`config.mk`:
```
export PLATFORM = sky130hd
export DESIGN_NAME = xbar_cfg_top
export DESIGN_NICKNAME = d
export VERILOG_FILES = /design/src/rtl/xbar_cfg_pkg.sv /design/src/rtl/xbar_edge_det.sv /design/src/rtl/xbar_stage_reg.sv /design/src/rtl/xbar_update_latch.sv /design/src/rtl/xbar_lane_mux.sv /design/src/rtl/xbar_cfg_top.sv
export SDC_FILE = /design/constraint.sdc
export NUM_CORES = 1
export LEC_CHECK = 0
export ABC_AREA = 1
export BUFFER_PORTS_ARGS = -buffer_cell sky130_fd_sc_hd__buf_4
export CAP_MARGIN = 20
export CELL_PAD_IN_SITES_DETAIL_PLACEMENT = 0
export CELL_PAD_IN_SITES_GLOBAL_PLACEMENT = 1
export CORE_AREA = 4 4 88 110
export CTS_CLUSTER_SIZE = 40
export DETAILED_ROUTE_END_ITERATION = 12
export DIE_AREA = 0 0 92 114
export PLACE_DENSITY = 0.87
export REMOVE_ABC_BUFFERS = 1
export SYNTH_ARGS = -nofsm -noshare
export SYNTH_HDL_FRONTEND = slang
export SYNTH_SLANG_ARGS = --single-unit
```
`constraint.sdc`:
```
create_clock -name clk -period 2.6 [get_ports clk]
set_clock_uncertainty 0.1 [all_clocks]
set_input_delay 0.52 -clock clk [delete_from_list [all_inputs] [get_ports clk]]
set_output_delay 0.52 -clock clk [all_outputs]
set_load 0.01 [all_outputs]
```
`src/rtl/xbar_cfg_pkg.sv`:
```
package xbar_cfg_pkg;
  typedef enum logic {
    XB_SERIAL   = 1'b0,
    XB_PARALLEL = 1'b1
  } xb_mode_e;
endpackage

```
`src/rtl/xbar_edge_det.sv`:
```
module xbar_edge_det (
  input  logic clk,
  input  logic rst,
  input  logic sig,
  output logic fall
);
  logic sig_q;

  always_ff @(posedge clk) begin
    if (rst) sig_q <= 1'b0;
    else     sig_q <= sig;
  end

  // high during the system clock in which sig was seen going from 1 to 0
  assign fall = sig_q & ~sig;
endmodule

```
`src/rtl/xbar_stage_reg.sv`:
```
module xbar_stage_reg #(
  parameter int N_OUT = 8,
  parameter int SEL_W = 3
) (
  input  logic                       clk,
  input  logic                       shift_en,
  input  logic                       load_en,
  input  logic                       din,
  input  logic [$clog2(N_OUT)-1:0]   addr,
  input  logic [SEL_W:0]             nib,
  output logic [N_OUT*(SEL_W+1)-1:0] stage_q,
  output logic                       dout
);
  localparam int NIB_W   = SEL_W + 1;
  localparam int CHAIN_W = N_OUT * NIB_W;
  localparam int ADDR_W  = $clog2(N_OUT);

  logic [NIB_W-1:0]   slot_q [N_OUT];
  logic [CHAIN_W-1:0] shifted;

  assign shifted = {stage_q[CHAIN_W-2:0], din};

  // no reset: the staging contents survive a reset
  always_ff @(posedge clk) begin
    for (int k = 0; k < N_OUT; k++) begin
      if (shift_en)
        slot_q[k] <= shifted[k*NIB_W +: NIB_W];
      else if (load_en && addr == ADDR_W'(k))
        slot_q[k] <= nib;
    end
  end

  for (genvar g = 0; g < N_OUT; g++) begin : g_pack
    assign stage_q[g*NIB_W +: NIB_W] = slot_q[g];
  end

  assign dout = stage_q[CHAIN_W-1];
endmodule

```
`src/rtl/xbar_update_latch.sv`:
```
module xbar_update_latch #(
  parameter int N_OUT = 8,
  parameter int SEL_W = 3
) (
  input  logic                       clk,
  input  logic                       rst,
  input  logic                       open,
  input  logic [N_OUT*(SEL_W+1)-1:0] stage_in,
  output logic [N_OUT*SEL_W-1:0]     sel_q,
  output logic [N_OUT-1:0]           en_q
);
  localparam int NIB_W = SEL_W + 1;

  logic [N_OUT*SEL_W-1:0] stage_sel;
  logic [N_OUT-1:0]       stage_en;

  for (genvar g = 0; g < N_OUT; g++) begin : g_split
    assign stage_sel[g*SEL_W +: SEL_W] = stage_in[g*NIB_W +: SEL_W];
    assign stage_en[g]                 = stage_in[g*NIB_W + SEL_W];
  end

  // enables: cleared by reset, otherwise follow staging while open
  always_ff @(posedge clk) begin
    if (rst)       en_q <= '0;
    else if (open) en_q <= stage_en;
  end

  // selects: never reset, frozen during reset
  always_ff @(posedge clk) begin
    if (!rst && open) sel_q <= stage_sel;
  end
endmodule

```
`src/rtl/xbar_lane_mux.sv`:
```
module xbar_lane_mux #(
  parameter int N_OUT = 8,
  parameter int SEL_W = 3
) (
  input  logic                   clk,
  input  logic [(1<<SEL_W)-1:0]  lane_in,
  input  logic [N_OUT*SEL_W-1:0] sel,
  input  logic [N_OUT-1:0]       en,
  output logic [N_OUT-1:0]       lane_out
);
  logic [N_OUT-1:0] routed;

  for (genvar g = 0; g < N_OUT; g++) begin : g_route
    assign routed[g] = en[g] & lane_in[sel[g*SEL_W +: SEL_W]];
  end

  always_ff @(posedge clk) lane_out <= routed;
endmodule

```
`src/rtl/xbar_cfg_top.sv`:
```
module xbar_cfg_top
  import xbar_cfg_pkg::*;
#(
  parameter int N_OUT = 8,
  parameter int SEL_W = 3
) (
  input  logic                     clk,
  input  logic                     rst,
  input  logic                     chip_en_n,
  input  logic                     prog_clk,
  input  logic                     ser_din,
  output logic                     ser_dout,
  input  logic                     upd_n,
  input  logic                     par_mode,
  input  logic [$clog2(N_OUT)-1:0] par_addr,
  input  logic [SEL_W:0]           par_nib,
  input  logic [(1<<SEL_W)-1:0]    lane_in,
  output logic [N_OUT*SEL_W-1:0]   src_sel,
  output logic [N_OUT-1:0]         out_en,
  output logic [N_OUT-1:0]         lane_out
);
  localparam int NIB_W   = SEL_W + 1;
  localparam int CHAIN_W = N_OUT * NIB_W;

  xb_mode_e           mode;
  logic               pclk_fall;
  logic               shift_fire;
  logic               load_fire;
  logic [CHAIN_W-1:0] stage_q;

  assign mode       = xb_mode_e'(par_mode);
  assign shift_fire = pclk_fall & ~chip_en_n & (mode == XB_SERIAL);
  assign load_fire  = pclk_fall & ~chip_en_n & (mode == XB_PARALLEL);

  xbar_edge_det u_edge (
    .clk  (clk),
    .rst  (rst),
    .sig  (prog_clk),
    .fall (pclk_fall)
  );

  xbar_stage_reg #(.N_OUT(N_OUT), .SEL_W(SEL_W)) u_stage (
    .clk      (clk),
    .shift_en (shift_fire),
    .load_en  (load_fire),
    .din      (ser_din),
    .addr     (par_addr),
    .nib      (par_nib),
    .stage_q  (stage_q),
    .dout     (ser_dout)
  );

  xbar_update_latch #(.N_OUT(N_OUT), .SEL_W(SEL_W)) u_upd (
    .clk      (clk),
    .rst      (rst),
    .open     (~upd_n),
    .stage_in (stage_q),
    .sel_q    (src_sel),
    .en_q     (out_en)
  );

  xbar_lane_mux #(.N_OUT(N_OUT), .SEL_W(SEL_W)) u_mux (
    .clk      (clk),
    .lane_in  (lane_in),
    .sel      (src_sel),
    .en       (out_en),
    .lane_out (lane_out)
  );
endmodule

```
Word-level counts from Yosys, hierarchy flattened
Memory sizes are Yosys's and may differ from the RTL's.
Index checks and enable logic that the tools add are counted.
Cells by class
  $lt $le $gt $ge: 8
  eq/ne operators: 7
  muxes and demuxes: 50
  bitwise operators: 24
  reductions and logical operators: 11
Operators by type and width (count)
  1-bit two-way mux: 34
  3-bit by 4-bit less-than comparator with 1-bit output, second input constant: 8
  4-bit two-way mux: 8
  1-bit binary-select mux with 3-bit select: 8
  1-bit AND: 12
  3-bit == test, second input constant: 4
  1-bit logical AND: 9
  1-bit bitwise OR: 8
  3-bit by 2-bit == test with 1-bit output, second input constant: 2
  1-bit NOT: 4
  3-bit by 1-bit == test with 1-bit output, second input constant: 1
  3-bit zero test: 1
  1-bit zero test: 1
Word-level totals
  flip-flop bits (word level): 41
  RAM bits: 32
  output and inout bits: 41
  memories: 1
Memory list
  u_stage.slot_q: depth 8, bits a word 4, read ports 8, clocked after memory_dff 0, wr ports 8, RTL line xbar_stage_reg.sv:18  | logic [NIB_W-1:0] slot_q [N_OUT];

Longest topological paths before layout
Gate-level depths: netlist of the first run.
  depth after elaboration: 9
  mapped depth: 8
  gate-level depth less buffers: 7

Cells and area by module
A second synthesis of the first run with hierarchy kept.
Second synthesis, totals
  cell total of the unflattened synthesis: 434
  area, all modules: 3569.7 sq um
Modules (own cells, without submodules)
  xbar_stage_reg: instances 1, cells an instance 178, area an instance 1629.1 sq um, seq. area each 960.9 sq um
  xbar_update_latch: instances 1, cells an instance 77, area an instance 1069.8 sq um, seq. area each 880.8 sq um
  xbar_lane_mux: instances 1, cells an instance 168, area an instance 810.8 sq um, seq. area each 160.2 sq um
  xbar_edge_det: instances 1, cells an instance 5, area an instance 37.5 sq um, seq. area each 20.0 sq um
  xbar_cfg_top: instances 1, cells an instance 6, area an instance 22.5 sq um, seq. area each 0.0 sq um

Worst setup path after synthesis of the first run
No wires, ideal clock.
  path type: input-to-reg
  start: input port upd_n
  end: register u_upd.sel_q[0], enable pin
  data arrival time: 1763 ps
  data required time: 2095 ps
  slack: 332 ps
  cell stages on the path: 2
  buffers on the path: 1
  cells stage by stage: clkbuf_1 nor2_1
On the way
  cells in the longest elaborated chain, start to end: 2
Ends and longest elaborated chain
  start, declared: RTL line xbar_cfg_top.sv:13  | input logic upd_n,
  1-bit NOT: RTL line xbar_cfg_top.sv:56  | .open (~upd_n),
  1-bit logical AND: RTL line xbar_update_latch.sv:30  | if (!rst && open) sel_q <= stage_sel;
  end signal, assigned: RTL line xbar_update_latch.sv:30
  end, declared: RTL line xbar_update_latch.sv:9  | output logic [N_OUT*SEL_W-1:0] sel_q,
No other way between the ends.
A chain may end at the register's enable or synchronous reset.

==> impl_table.tex, run 1 <==
\begin{tabular}{lr}
\hline
Metric & Value \\
\hline
\multicolumn{2}{l}{\textbf{Hold path}} \\
\quad Depth of the worst hold-timing path & 3 \\
\quad Worst min path class & primary input to flop \\
\quad Min-Delay Endpoint & u\_edge.sig\_q\$\_SDFF\_PP0\_ \\
\quad Start point of the worst hold path & prog\_clk \\
\multicolumn{2}{l}{\textbf{Setup path}} \\
\quad Sort of element at the end of the critical path & flop \\
\quad Crit start category & primary input \\
\quad Slack of the worst reg-to-reg path & just under 0.7 ns \\
\quad End of the worst register-to-register path & u\_stage.slot\_q[0][13]\$\_DFFE\_PP\_ \\
\quad Data required time of the worst path & 2.48 ns \\
\quad Critical Path, Cell by Cell & buf\_4, inv\_2, nand2\_2, nor2\_2, nand2\_2, o21ai\_0 \\
\quad Top fanout value on the critical path & 34 \\
\quad CP Class & primary input to flop \\
\quad Dominant delay contributor by cell family on the critical path & compound AO/OA/AOI/OAI gates \\
\quad Max stage delay cell, worst path & sky130\_fd\_sc\_hd\_\_o21ai\_0 \\
\quad Biggest cell delay along the critical path & 0.59 ns \\
\quad CP bufs+invs & 2 \\
\quad CP arrival & 1.79 ns \\
\quad Most repeated library cell on the critical path & sky130\_fd\_sc\_hd\_\_nand2\_2 \\
\quad Beginning of the worst register-to-register path & u\_edge.sig\_q\$\_SDFF\_PP0\_ \\
\quad Depth of the worst register-to-register path & 4 \\
\multicolumn{2}{l}{\textbf{Placed design}} \\
\quad Placed wire-length estimate after detailed placement & 6170 um \\
\quad Placement Cell Area & 0.00403 mm2 \\
\quad Final Wtd Congestion & 0.824 \\
\quad Post-placement worst setup slack & 0.336 ns \\
\quad IO buf count & 62 \\
\multicolumn{2}{l}{\textbf{Synth}} \\
\quad Post-Synth XOR/XNOR Area & 0 \\
\quad Dominant combinational cell family by area after synthesis & simple AND/OR/NAND/NOR gates \\
\quad Register area share after synthesis & 0.587 \\
\quad Synth Area in Compound Gates & 0.0624 \\
\quad Total standard cell area after synthesis & 0.00345 mm2 \\
\quad Synthesis warning total & 0 \\
\quad Netlist cell types & 20 \\
\quad Mux share of post-synthesis cell area & 0 \\
\quad Post-Syn Instances & 405 \\
\quad Post-Synth Simple-Gate Area & 0.303 \\
\quad Top cells by area in the synthesized netlist & sky130\_fd\_sc\_hd\_\_edfxtp\_1 49\%, sky130\_fd\_sc\_hd\_\_nand2\_1 18\%, sky130\_fd\_sc\_hd\_\_dfxtp\_1 9.9\% \\
\quad Area leader, netlist & sky130\_fd\_sc\_hd\_\_edfxtp\_1 \\
\quad Area fraction of the dominant cell type after synthesis & 0.488 \\
\quad Register bit total from synthesis & 73 \\
\quad Synthesized area per cell & 8.51 um2 \\
\quad Post-Synth Adder-Cell Area & 0 \\
\multicolumn{2}{l}{\textbf{Power and ir drop}} \\
\quad Peak supply drop & 0.000218 V \\
\quad Pleak & 0.00180 uW \\
\quad Power per Cell Area & $\sim$550 mW/mm2 \\
\multicolumn{2}{l}{\textbf{Floorplan}} \\
\quad Die outline width & 92 um \\
\quad Die outline height & between 100 and 150 um \\
\quad I/O pin total & 63 \\
\quad Starting utilization of the core area & 0.398 \\
\quad Floorplan row count & 38 \\
\quad Area of the die & $\sim$0.010 mm2 \\
\quad Placeable Area & 0.00865 mm2 \\
\multicolumn{2}{l}{\textbf{Final layout}} \\
\quad Number of nets at the end of the flow & 491 \\
\quad Filler cell count & $\sim$870 \\
\quad Number of antenna diodes & 0 \\
\quad Final Cell Area & 0.00421 mm2 \\
\quad Fraction of final layout cells sized beyond drive strength 1 & 0.192 \\
\quad Relative area change from synthesis to final layout & 22.3\% \\
\quad Post-route core utilization & 0.487 \\
\multicolumn{2}{l}{\textbf{Global route}} \\
\quad Number of global-route vias before repair & 2862 \\
\quad GRT overflow & 0 \\
\quad Initial antenna violation count & 0 \\
\quad Global-route wire length before repair & around 14000 um \\
\quad Largest net degree at the start of global routing & 35 \\
\quad Overall track demand over capacity in global routing & 0.167 \\
\multicolumn{2}{l}{\textbf{Detailed routing}} \\
\quad DRT iter0 DRCs & 229 \\
\quad Final Routed Wirelength & 8170 um \\
\quad Via/cell ratio & 4.89 \\
\quad Routed wire length per instance & 13.8 um \\
\quad Residual DRC count & 0 \\
\quad Post-detailed-route count of antenna-violating nets & 0 \\
\quad Number of optimization iterations in the first detailed-route pass & 4 \\
\quad Vias post-DR & 2905 \\
\multicolumn{2}{l}{\textbf{STA}} \\
\quad Maximum frequency from static timing analysis & 522 MHz \\
\quad Final sum of negative setup slack & 0 ns \\
\quad Post-layout min period & 1.92 ns \\
\quad Max-slew violation count & 0 \\
\quad Count of endpoints failing setup in the final report & 0 \\
\quad Crit share post-route & 0.737 \\
\quad Number of failing hold endpoints at the final stage & 0 \\
\quad Final setup margin & around 0.68 ns \\
\quad Transition time at the pin with the least slew margin & 0.573 ns \\
\quad Setup repair after global routing missed its margin & false \\
\quad Remaining max-slew budget at the tightest pin & 0.617 \\
\multicolumn{2}{l}{\textbf{CTS}} \\
\quad Register clock-pin slew on the reported worst setup and hold paths & 0.07 ns \\
\quad Insertion delay to the later sink of the worst-skew pair & 0.33 ns \\
\quad Number of hold-repair buffers added at the cts stage & 0 \\
\quad Number of H-tree branching levels & 3 \\
\quad TritonCTS clock tree & yes \\
\quad Number of clock buffers inserted by TritonCTS & 9 \\
\quad Number of buffers on the longest clock path & 2 \\
\quad Master cell of the clock root buffer & sky130\_fd\_sc\_hd\_\_clkbuf\_8 \\
\quad \# clock sinks & 73 \\
\quad Post-CTS Repair Setup Buffers & 0 \\
\quad Post-cts gate resize count & 0 \\
\multicolumn{2}{l}{\textbf{Status}} \\
\quad Result of the run & completed \\
\multicolumn{2}{l}{\textbf{Job}} \\
\quad Number of max-capacitance violations reported & 0 \\
\hline
\end{tabular}
## area by class of cell
class | instances | area (um2) | area share
well taps | 120 | 150 | 0.0356
clock inverters | 2 | 10.0 | 0.00238
inverters | 31 | 116 | 0.0276
repair buffers | 64 | 480 | 0.114
multi-input cells | 290 | 1260 | 0.299
flip-flops and latches | 73 | 2020 | 0.480
clock buffers | 14 | 174 | 0.0413
## worst max-delay path by stage
stage                                            to  cells past startpoint                    start  slack (ns)
floorplan                  u_upd.sel_q[0]$_DFFE_PP_                      1                    upd_n        0.54
global placement    u_stage.slot_q[0][15]$_DFFE_PP_                      6                 prog_clk        0.39
detailed placement  u_stage.slot_q[0][13]$_DFFE_PP_                      6                 prog_clk        0.34
CTS                 u_stage.slot_q[1][15]$_DFFE_PP_                      4  u_edge.sig_q$_SDFF_PP0_        0.69
global route         u_stage.slot_q[1][5]$_DFFE_PP_                      4  u_edge.sig_q$_SDFF_PP0_        0.50
finish              u_stage.slot_q[0][13]$_DFFE_PP_                      6                 prog_clk        0.68
## cells in the final DEF (no fill, tap or decap), drive strengths merged
cell,count
nor3,1
nand3,41
dfxtp,17
edfxtp,56
buf,64
clkbuf,14
a21oi,8
clkinv,3
o21ai,35
nand2,169
nor2,28
inv,30
nand4,8
## stage by stage
stage          total power (uW)  instances  hold WS [ns]
2_1_floorplan              1420        394         0.320
3_3_place_gp               1520        578         0.339
3_5_place_dp               1530        578         0.344
4_1_cts                    2320        594         0.294
5_1_grt                    2420        594         0.299
6_report                   2310        594         0.309
## registers in the layout, summed over array words and instances, names as in the netlist
signal	flops
u_edge.sig_q	1
u_mux.lane_out	8
u_stage.slot_q	32
u_upd.en_q	8
u_upd.sel_q	24
## cell families (layout without fill, tap and decap cells)
group                  Yosys count  in the layout
flip-flops                      73             73
AND/OR/NAND/NOR                247            247
buffers and inverters           42            111
AO/OA/AOI/OAI                   43             43
## worst min-delay path: stages
cell	delay, ns
sky130_fd_sc_hd__buf_4	0.08
sky130_fd_sc_hd__inv_2	0.03
sky130_fd_sc_hd__nor2_1	0.07
## report_power, final
| group | leakage, uW | switching [uW] | internal [uW] |
|---|---|---|---|
| Sequential | 0.000654 | 22.4 | 1280 |
| Clock | 0.0000956 | 382 | 429 |
| Combinational | 0.00105 | 124 | 77.8 |
## routing by layer
metal,GRT usage,vias to the layer above,part of all wire
met2,0.274,113,0.48
met1,0.213,1310,0.44
met3,0.0336,15,0.060
met5,0,-,0
li1,-,1467,-
met4,0.0773,0,0.020
## cells in the mapped netlist (all sizes together)
library cell / count
nand2: 169
edfxtp: 56
nand3: 41
o21ai: 35
inv: 30
nor2: 28
dfxtp: 17
clkbuf: 9
a21oi: 8
nand4: 8
buf: 2
clkinv: 1
nor3: 1
(Power assumes the default switching activity.)
==> run 2: changes to the inputs <==
--- a/config.mk
+++ b/config.mk
@@ -5,16 +5,16 @@
 export SDC_FILE = /design/constraint.sdc
 export NUM_CORES = 1
 export LEC_CHECK = 0
-export ABC_AREA = 1
+export ABC_AREA = 0
 export BUFFER_PORTS_ARGS = -buffer_cell sky130_fd_sc_hd__buf_4
 export CAP_MARGIN = 20
 export CELL_PAD_IN_SITES_DETAIL_PLACEMENT = 0
 export CELL_PAD_IN_SITES_GLOBAL_PLACEMENT = 1
-export CORE_AREA = 4 4 88 110
+export CORE_AREA = 4 4 82 103
 export CTS_CLUSTER_SIZE = 40
 export DETAILED_ROUTE_END_ITERATION = 12
-export DIE_AREA = 0 0 92 114
-export PLACE_DENSITY = 0.87
+export DIE_AREA = 0 0 86 107
+export PLACE_DENSITY = 0.86
 export REMOVE_ABC_BUFFERS = 1
 export SYNTH_ARGS = -nofsm -noshare
 export SYNTH_HDL_FRONTEND = slang
==> constraint.sdc (replaced) <==
create_clock -name clk -period 1.8 [get_ports clk]
set_clock_uncertainty 0.1 [all_clocks]
set_input_delay 0.36 -clock clk [delete_from_list [all_inputs] [get_ports clk]]
set_output_delay 0.36 -clock clk [all_outputs]
set_load 0.01 [all_outputs]
==> run 2 against run 1 <==
  * Via count down 29%
  * Sequential power up 45%
  * Sequential share of layout area up 1.1 points
  * Core utilization up 7.0 points
  * Non-clock buffer count up 9
  * Worst hold slack worse by 0.13 ns
  * Synthesized cell count down 48%
  * Worst setup slack worse by 0.60 ns
  * Die area down 12%
  * Critical path depth down 3
  * Routed wire length down 14%
  * Clock power up 69%
  * Critical path type is now flop to flop
  * Highest routed layer unchanged
==> impl_table.tex, run 2 <==
\begin{tabular}{lr}
\hline
Metric & Value \\
\hline
\multicolumn{2}{l}{\textbf{Global route}} \\
\quad GRT overflow & 0 \\
\quad Largest net degree at the start of global routing & 25 \\
\quad Overall track demand over capacity in global routing & 0.165 \\
\quad Number of global-route vias before repair & 2209 \\
\quad Global-route wire length before repair & around 12000 um \\
\quad Initial antenna violation count & 0 \\
\multicolumn{2}{l}{\textbf{Synth}} \\
\quad Synthesized area per cell & 15.6 um2 \\
\quad Netlist cell types & 26 \\
\quad Post-Syn Instances & about 210 \\
\quad Register area share after synthesis & 0.620 \\
\quad Register bit total from synthesis & 73 \\
\quad Most used standard cell by instance count after synthesis & sky130\_fd\_sc\_hd\_\_edfxtp\_1 \\
\quad Area fraction of the dominant cell type after synthesis & 0.516 \\
\quad Synthesis warning total & 0 \\
\quad Top cells by area in the synthesized netlist & sky130\_fd\_sc\_hd\_\_edfxtp\_1 52\%, sky130\_fd\_sc\_hd\_\_mux2\_2 12\%, sky130\_fd\_sc\_hd\_\_dfxtp\_1 10\% \\
\quad Number of synthesized flops with an enable pin & 56 \\
\quad Area leader, netlist & sky130\_fd\_sc\_hd\_\_edfxtp\_1 \\
\quad Total standard cell area after synthesis & around 0.0033 mm2 \\
\quad Ys flop type & sky130\_fd\_sc\_hd\_\_edfxtp\_1 \\
\quad Most frequent cells after synthesis & 56 x sky130\_fd\_sc\_hd\_\_edfxtp\_1, 36 x sky130\_fd\_sc\_hd\_\_mux2\_2, 19 x sky130\_fd\_sc\_hd\_\_nor2\_1 \\
\quad Post-synthesis async set-or-reset flop share & 0 \\
\multicolumn{2}{l}{\textbf{Final layout}} \\
\quad Fraction of final layout cells sized beyond drive strength 1 & 0.490 \\
\quad Most frequent cells in the layout & 73 x sky130\_fd\_sc\_hd\_\_buf\_4, 56 x sky130\_fd\_sc\_hd\_\_edfxtp\_1, 36 x sky130\_fd\_sc\_hd\_\_mux2\_2, 18 x sky130\_fd\_sc\_hd\_\_nor2\_1 \\
\quad Final instance count without filler cells & 382 \\
\quad Most frequent standard cell in the layout excluding fill and tap cells & sky130\_fd\_sc\_hd\_\_buf\_4 \\
\quad Filler cell count & 617 \\
\quad Number of flip-flops under the largest register name & 32 \\
\quad Relative area change from synthesis to final layout & 26.4\% \\
\quad Number of nets at the end of the flow & 307 \\
\quad Largest registers & u\_stage.slot\_q: 32 flops, u\_upd.sel\_q: 24 flops \\
\quad Number of antenna diodes & 0 \\
\quad Most flops, register & u\_stage.slot\_q \\
\quad Final Cell Area & 0.00412 mm2 \\
\multicolumn{2}{l}{\textbf{Status}} \\
\quad Result of the run & completed \\
\multicolumn{2}{l}{\textbf{Detailed routing}} \\
\quad DRT iter0 DRCs & 113 \\
\quad Residual DRC count & 0 \\
\quad Final Routed Wirelength & just over 7000 um \\
\quad Via/cell ratio & 5.38 \\
\quad Vias post-DR & 2057 \\
\quad Post-detailed-route count of antenna-violating nets & 0 \\
\quad Routed wire length per instance & approximately 18 um \\
\quad Number of optimization iterations in the first detailed-route pass & 4 \\
\multicolumn{2}{l}{\textbf{Placed design}} \\
\quad Placed wire-length estimate after detailed placement & 5340 um \\
\quad Post-placement worst setup slack & -0.255 ns \\
\quad Final Wtd Congestion & 0.804 \\
\quad Cell total after placement & 366 \\
\quad IO buf count & 62 \\
\quad Placement Cell Area & a little under 0.004 mm2 \\
\multicolumn{2}{l}{\textbf{STA}} \\
\quad Remaining max-slew budget at the tightest pin & 0.798 \\
\quad Final setup margin & approximately 0.083 ns \\
\quad Post-layout min period & roughly 1.7 ns \\
\quad Max-slew violation count & 0 \\
\quad Transition time at the pin with the least slew margin & 0.303 ns \\
\quad Number of failing hold endpoints at the final stage & 0 \\
\quad Maximum frequency from static timing analysis & just under 600 MHz \\
\quad Setup repair after global routing missed its margin & false \\
\quad Crit share post-route & 0.954 \\
\quad Count of endpoints failing setup in the final report & 0 \\
\multicolumn{2}{l}{\textbf{Hold path}} \\
\quad Start point of the worst hold path & rst \\
\quad Worst min path class & primary input to flop \\
\multicolumn{2}{l}{\textbf{Setup path}} \\
\quad CP arrival & 1.66 ns \\
\quad Sort of element at the end of the critical path & flop \\
\quad Crit start category & flop \\
\quad Dominant delay contributor by cell family on the critical path & simple AND/OR/NAND/NOR gates \\
\quad Top fanout value on the critical path & 7 \\
\quad Max stage delay cell, worst path & sky130\_fd\_sc\_hd\_\_or4b\_2 \\
\quad Beginning of the worst register-to-register path & u\_edge.sig\_q\$\_SDFF\_PP0\_ \\
\quad Critical path origin & u\_edge.sig\_q\$\_SDFF\_PP0\_ \\
\quad CP Class & flop to flop \\
\quad CP bufs+invs & 1 \\
\quad Data required time of the worst path & 1.74 ns \\
\quad Biggest cell delay along the critical path & about 0.60 ns \\
\quad Critical Path, Cell by Cell & or4b\_2, buf\_4, nand2b\_1 \\
\multicolumn{2}{l}{\textbf{CTS}} \\
\quad Number of hold-repair buffers added at the cts stage & 0 \\
\quad \# clock sinks & 73 \\
\quad Number of buffers on the longest clock path & 2 \\
\quad Insertion delay to the later sink of the worst-skew pair & around 0.34 ns \\
\quad Master cell of the clock root buffer & sky130\_fd\_sc\_hd\_\_clkbuf\_8 \\
\quad Number of clock buffers inserted by TritonCTS & 9 \\
\quad Number of H-tree branching levels & 3 \\
\quad TritonCTS clock tree & yes \\
\quad Register clock-pin slew on the reported worst setup and hold paths & around 0.07 ns \\
\quad Post-CTS Repair Setup Buffers & 0 \\
\multicolumn{2}{l}{\textbf{Floorplan}} \\
\quad Die outline width & about 86 um \\
\quad Die outline height & 107 um \\
\quad Placeable Area & roughly 0.0074 mm2 \\
\quad Starting utilization of the core area & 0.440 \\
\quad Area of the die & about 0.0092 mm2 \\
\quad Floorplan row count & 35 \\
\quad I/O pin total & 63 \\
\multicolumn{2}{l}{\textbf{Job}} \\
\quad Number of max-capacitance violations reported & 0 \\
\multicolumn{2}{l}{\textbf{Power and ir drop}} \\
\quad Pleak & 0.00162 uW \\
\quad Power per Cell Area & $\sim$860 mW/mm2 \\
\quad Total power & 3520 uW \\
\quad Peak supply drop & 0.000483 V \\
\hline
\end{tabular}
-- run 2: kinds of logic after synthesis --
family	synth area share
muxes	0.247
and+or+nand+nor	0.0722
DFF	0.620
AOI/OAI and AO/OA	0.0415
buffers and inverters	0.0188
-- run 2: per-stage QoR --
step                      hold slack, ns  utilization  TNS (ns)
after global placement             0.333        0.526     -8.95
after detailed placement           0.343        0.526     -9.57
after global routing               0.189        0.557         0
final                              0.180        0.557         0
after floorplan                    0.320            -     -3.01
after CTS                          0.178        0.555         0
-- run 2: timing repair --
action	in CTS	in global routing
resized for setup	1	2
endpoints found under the setup margin	4	28
cloned	0	0
-- run 2: power breakdown --
part / total, uW / switching, uW / internal (uW)
Sequential: 1880 / 35.8 / 1840
Clock: 1370 / 596 / 773
Combinational: 274 / 129 / 144
Total: 3520 / 761 / 2760
-- run 2: worst register-to-register path: cells and delay by family (launching register included) --
family,cells,cell delay [ns]
buf+inv,1,0.19
flops,1,0.36
simple gates,2,0.77
-- run 2: final timing paths --
path / slack (ns) / to / cells after the start
worst max-delay path: 0.08 / u_stage.slot_q[1][9]$_DFFE_PP_ / 3
worst min-delay path: 0.18 / u_edge.sig_q$_SDFF_PP0_ / 2
worst max register to register: 0.08 / u_stage.slot_q[1][9]$_DFFE_PP_ / 3
worst min register to register: 0.36 / u_upd.sel_q[9]$_DFFE_PP_ / 0
-- run 2: metal layers --
metal | share of wire | wire length, um | track usage | vias to the layer above
met1 | 0.41 | 2910 | 0.198 | 1012
met2 | 0.51 | 3600 | 0.279 | 60
met3 | 0.053 | 375 | 0.0223 | 14
met5 | 0 | 0 | 0 | -
met4 | 0.024 | 166 | 0.0973 | 0
li1 | - | - | - | 971
-- run 2: final cells by class --
cell class | count | area, um2 | share of cell area
multi-input combinational | 120 | 1190 | 0.289
clock inverter | 6 | 83.8 | 0.0204
clock buffer | 10 | 128 | 0.0310
inverter | 8 | 30.0 | 0.00729
timing repair buffer | 73 | 548 | 0.133
tap | 92 | 115 | 0.0279
sequential | 73 | 2020 | 0.491
==> run 3: changes to the inputs <==
--- a/config.mk
+++ b/config.mk
@@ -14,7 +14,9 @@
 export CTS_CLUSTER_SIZE = 40
 export DETAILED_ROUTE_END_ITERATION = 12
 export DIE_AREA = 0 0 86 107
+export MAX_ROUTING_LAYER = met4
 export PLACE_DENSITY = 0.86
+export RECOVER_POWER = 100
 export REMOVE_ABC_BUFFERS = 1
 export SYNTH_ARGS = -nofsm -noshare
 export SYNTH_HDL_FRONTEND = slang
==> run 3 against run 2 <==
  * Clock power barely moved
  * Final cell count stayed put
  * Highest routed layer unchanged
  * Non-clock buffer count stayed put
  * Core utilization is 2.4 points lower
  * Sequential power about the same
  * Total power down 0.77%
==> impl_table.tex, run 3 (synthesized netlist as in run 2, its figures left out) <==
\begin{tabular}{lr}
\hline
Metric & Value \\
\hline
\multicolumn{2}{l}{\textbf{Hold path}} \\
\quad Start point of the worst hold path & rst \\
\quad Depth of the worst hold-timing path & 2 \\
\quad Min-Delay Endpoint & u\_edge.sig\_q\$\_SDFF\_PP0\_ \\
\quad Worst min path class & primary input to flop \\
\multicolumn{2}{l}{\textbf{Setup path}} \\
\quad Beginning of the worst register-to-register path & u\_edge.sig\_q\$\_SDFF\_PP0\_ \\
\quad End of the worst register-to-register path & u\_stage.slot\_q[1][2]\$\_DFFE\_PP\_ \\
\quad Data required time of the worst path & 1.79 ns \\
\quad Slack of the worst reg-to-reg path & between 0.06 and 0.07 ns \\
\quad Depth of the worst register-to-register path & 3 \\
\quad CP arrival & $\sim$1.7 ns \\
\quad Critical Path, Cell by Cell & nand4bb\_4, or4b\_4, mux2\_1 \\
\quad Crit start category & flop \\
\quad Max stage delay cell, worst path & sky130\_fd\_sc\_hd\_\_or4b\_4 \\
\quad Biggest cell delay along the critical path & about 0.58 ns \\
\quad Sort of element at the end of the critical path & flop \\
\quad CP Class & flop to flop \\
\quad Dominant delay contributor by cell family on the critical path & simple AND/OR/NAND/NOR gates \\
\quad Top fanout value on the critical path & 5 \\
\quad CP bufs+invs & 0 \\
\multicolumn{2}{l}{\textbf{Final layout}} \\
\quad Filler cell count & 660 \\
\quad Number of flip-flops under the largest register name & 32 \\
\quad Post-route core utilization & 0.533 \\
\quad Combined area of the multi-input logic cells & 0.00118 mm2 \\
\quad Final instance count without filler cells & $\sim$380 \\
\quad Relative area change from synthesis to final layout & 20.9\% \\
\quad Number of antenna diodes & 0 \\
\quad Fraction of final layout cells sized beyond drive strength 1 & 0.331 \\
\quad Most frequent cells in the layout & 56 x sky130\_fd\_sc\_hd\_\_edfxtp\_1, 43 x sky130\_fd\_sc\_hd\_\_clkbuf\_1, 36 x sky130\_fd\_sc\_hd\_\_mux2\_2, 27 x sky130\_fd\_sc\_hd\_\_buf\_4, 18 x sky130\_fd\_sc\_hd\_\_nor2\_1 \\
\quad Most flops, register & u\_stage.slot\_q \\
\quad Most frequent standard cell in the layout excluding fill and tap cells & sky130\_fd\_sc\_hd\_\_edfxtp\_1 \\
\quad Register area & 0.00202 mm2 \\
\quad Number of nets at the end of the flow & 307 \\
\quad Largest registers & u\_stage.slot\_q: 32 flops, u\_upd.sel\_q: 24 flops \\
\quad Final Cell Area & 0.00394 mm2 \\
\multicolumn{2}{l}{\textbf{Floorplan}} \\
\quad I/O pin total & 63 \\
\quad Placeable Area & 0.00740 mm2 \\
\quad Starting utilization of the core area & 0.440 \\
\quad Die outline width & 86 um \\
\quad Die outline height & 107 um \\
\quad Floorplan row count & 35 \\
\quad Area of the die & 0.00920 mm2 \\
\multicolumn{2}{l}{\textbf{Power and ir drop}} \\
\quad Share of power burned in combinational logic & 0.071 \\
\quad Total power & $\sim$3500 uW \\
\quad Sequential cell fraction of total power & 0.537 \\
\quad Switching power share of the total & 0.218 \\
\quad Clock power share & 0.392 \\
\quad Power spent charging and discharging nets & 760 uW \\
\quad Peak supply drop & 0.000462 V \\
\quad Pleak & between 0.001 and 0.0015 uW \\
\quad Power per Cell Area & 887 mW/mm2 \\
\quad Internal power summed over all cells & 2740 uW \\
\multicolumn{2}{l}{\textbf{Detailed routing}} \\
\quad Residual DRC count & 0 \\
\quad Routed wire length per instance & 18.3 um \\
\quad Number of optimization iterations in the first detailed-route pass & 4 \\
\quad Post-detailed-route count of antenna-violating nets & 0 \\
\quad DRT iter0 DRCs & 92 \\
\quad Vias post-DR & 2058 \\
\quad Via/cell ratio & 5.39 \\
\quad Final Routed Wirelength & 7010 um \\
\multicolumn{2}{l}{\textbf{STA}} \\
\quad Max-slew violation count & 0 \\
\quad Setup repair after global routing missed its margin & false \\
\quad Crit share post-route & 0.962 \\
\quad Post-layout min period & about 1.7 ns \\
\quad Number of failing hold endpoints at the final stage & 0 \\
\quad Count of endpoints failing setup in the final report & 0 \\
\quad Remaining max-slew budget at the tightest pin & 0.561 \\
\quad Maximum frequency from static timing analysis & 577 MHz \\
\quad Transition time at the pin with the least slew margin & between 0.6 and 0.7 ns \\
\multicolumn{2}{l}{\textbf{CTS}} \\
\quad Number of H-tree branching levels & 3 \\
\quad Post-CTS Repair Setup Buffers & 0 \\
\quad Number of clock buffers inserted by TritonCTS & 9 \\
\quad Master cell of the clock root buffer & sky130\_fd\_sc\_hd\_\_clkbuf\_8 \\
\quad TritonCTS clock tree & yes \\
\quad Register clock-pin slew on the reported worst setup and hold paths & roughly 0.070 ns \\
\quad Insertion delay to the later sink of the worst-skew pair & 0.34 ns \\
\quad \# clock sinks & between 70 and 80 \\
\quad Number of buffers on the longest clock path & 2 \\
\quad Number of hold-repair buffers added at the cts stage & 0 \\
\multicolumn{2}{l}{\textbf{Status}} \\
\quad Result of the run & completed \\
\multicolumn{2}{l}{\textbf{Global route}} \\
\quad Global-route met3 utilization & 0.0269 \\
\quad Number of global-route vias before repair & 2208 \\
\quad GR Util met1 & 0.199 \\
\quad GRT overflow & 0 \\
\quad Initial antenna violation count & 0 \\
\quad Largest net degree at the start of global routing & 25 \\
\quad Global-route wire length before repair & about 12000 um \\
\quad Met2 Use GR & 0.279 \\
\quad Layer with the highest usage after global routing & met2 \\
\quad Overall track demand over capacity in global routing & 0.169 \\
\multicolumn{2}{l}{\textbf{Placed design}} \\
\quad IO buf count & 62 \\
\quad Cell total after placement & between 300 and 400 \\
\quad Placement Cell Area & $\sim$0.004 mm2 \\
\quad Final Wtd Congestion & 0.816 \\
\quad Placed wire-length estimate after detailed placement & roughly 5300 um \\
\multicolumn{2}{l}{\textbf{Job}} \\
\quad Number of max-capacitance violations reported & 0 \\
\hline
\end{tabular}
-- run 3: changes by cell type in the layout (fill, tap and decap cells not counted) --
| cell | before | now |
|---|---|---|
| sky130_fd_sc_hd__clkbuf_4 | 0 | 2 |
| sky130_fd_sc_hd__mux2_4 | 4 | 0 |
| sky130_fd_sc_hd__clkbuf_1 | 1 | 43 |
| sky130_fd_sc_hd__mux2_1 | 0 | 4 |
| sky130_fd_sc_hd__buf_4 | 73 | 27 |
| sky130_fd_sc_hd__clkbuf_2 | 0 | 2 |
-- run 3: layout make-up --
cell class / instances / area share
Timing Repair Buffer: 73 / 0.0978
Multi-Input combinational cell: 120 / 0.298
Inverter: 8 / 0.00762
Tap cell: 92 / 0.0292
Sequential cell: 73 / 0.513
Clock inverter: 6 / 0.0213
Clock buffer: 10 / 0.0324
-- run 3: power by group through the flow --
stage	Clock, uW	Sequential (uW)	Combinational, uW
floorplan	0	1920	103
global placement	0	1920	269
detailed placement	0	1920	275
CTS	1390	1880	276
global route	1450	1880	272
finish	1370	1880	247
-- run 3: metrics by stage --
stage          setup TNS (ns)  hold WS (ns)  worst slack, ns
3_3_place_gp            -8.95         0.333           -0.235
4_1_cts                     0         0.178           0.0350
5_1_grt                     0         0.187           0.0164
6_report                    0         0.187           0.0678
2_1_floorplan           -3.01         0.320           -0.128
3_5_place_dp            -9.57         0.343           -0.255
-- run 3: worst reg2reg max path, cell delays in order, from the launching register on --
cell and delay [ns]:
sky130_fd_sc_hd__dfxtp_2 0.36, sky130_fd_sc_hd__nand4bb_4 0.11, sky130_fd_sc_hd__or4b_4 0.58, sky130_fd_sc_hd__mux2_1 0.34
-- run 3: worst max-delay path by stage --
stage | startpoint | endpoint | slack (ns) | depth (start not counted)
floorplan | prog_clk | u_stage.slot_q[1][0]$_DFFE_PP_ | -0.13 | 3
global placement | prog_clk | u_stage.slot_q[1][2]$_DFFE_PP_ | -0.24 | 4
detailed placement | prog_clk | u_stage.slot_q[1][1]$_DFFE_PP_ | -0.26 | 4
CTS | u_edge.sig_q$_SDFF_PP0_ | u_stage.slot_q[1][11]$_DFFE_PP_ | 0.04 | 3
global route | u_edge.sig_q$_SDFF_PP0_ | u_stage.slot_q[0][7]$_DFFE_PP_ | 0.02 | 5
finish | u_edge.sig_q$_SDFF_PP0_ | u_stage.slot_q[1][2]$_DFFE_PP_ | 0.07 | 3
-- run 3: per-layer routing --
layer	up-vias	share of wire
met1	1011	0.43
li1	975	-
met5	-	0
met4	0	0.022
met3	12	0.050
met2	60	0.50
-- run 3: what timing repair did --
item / in CTS / in global routing
resized for setup: 1 / 2
endpoints found under the setup margin: 4 / 28
pin swaps: 0 / 0
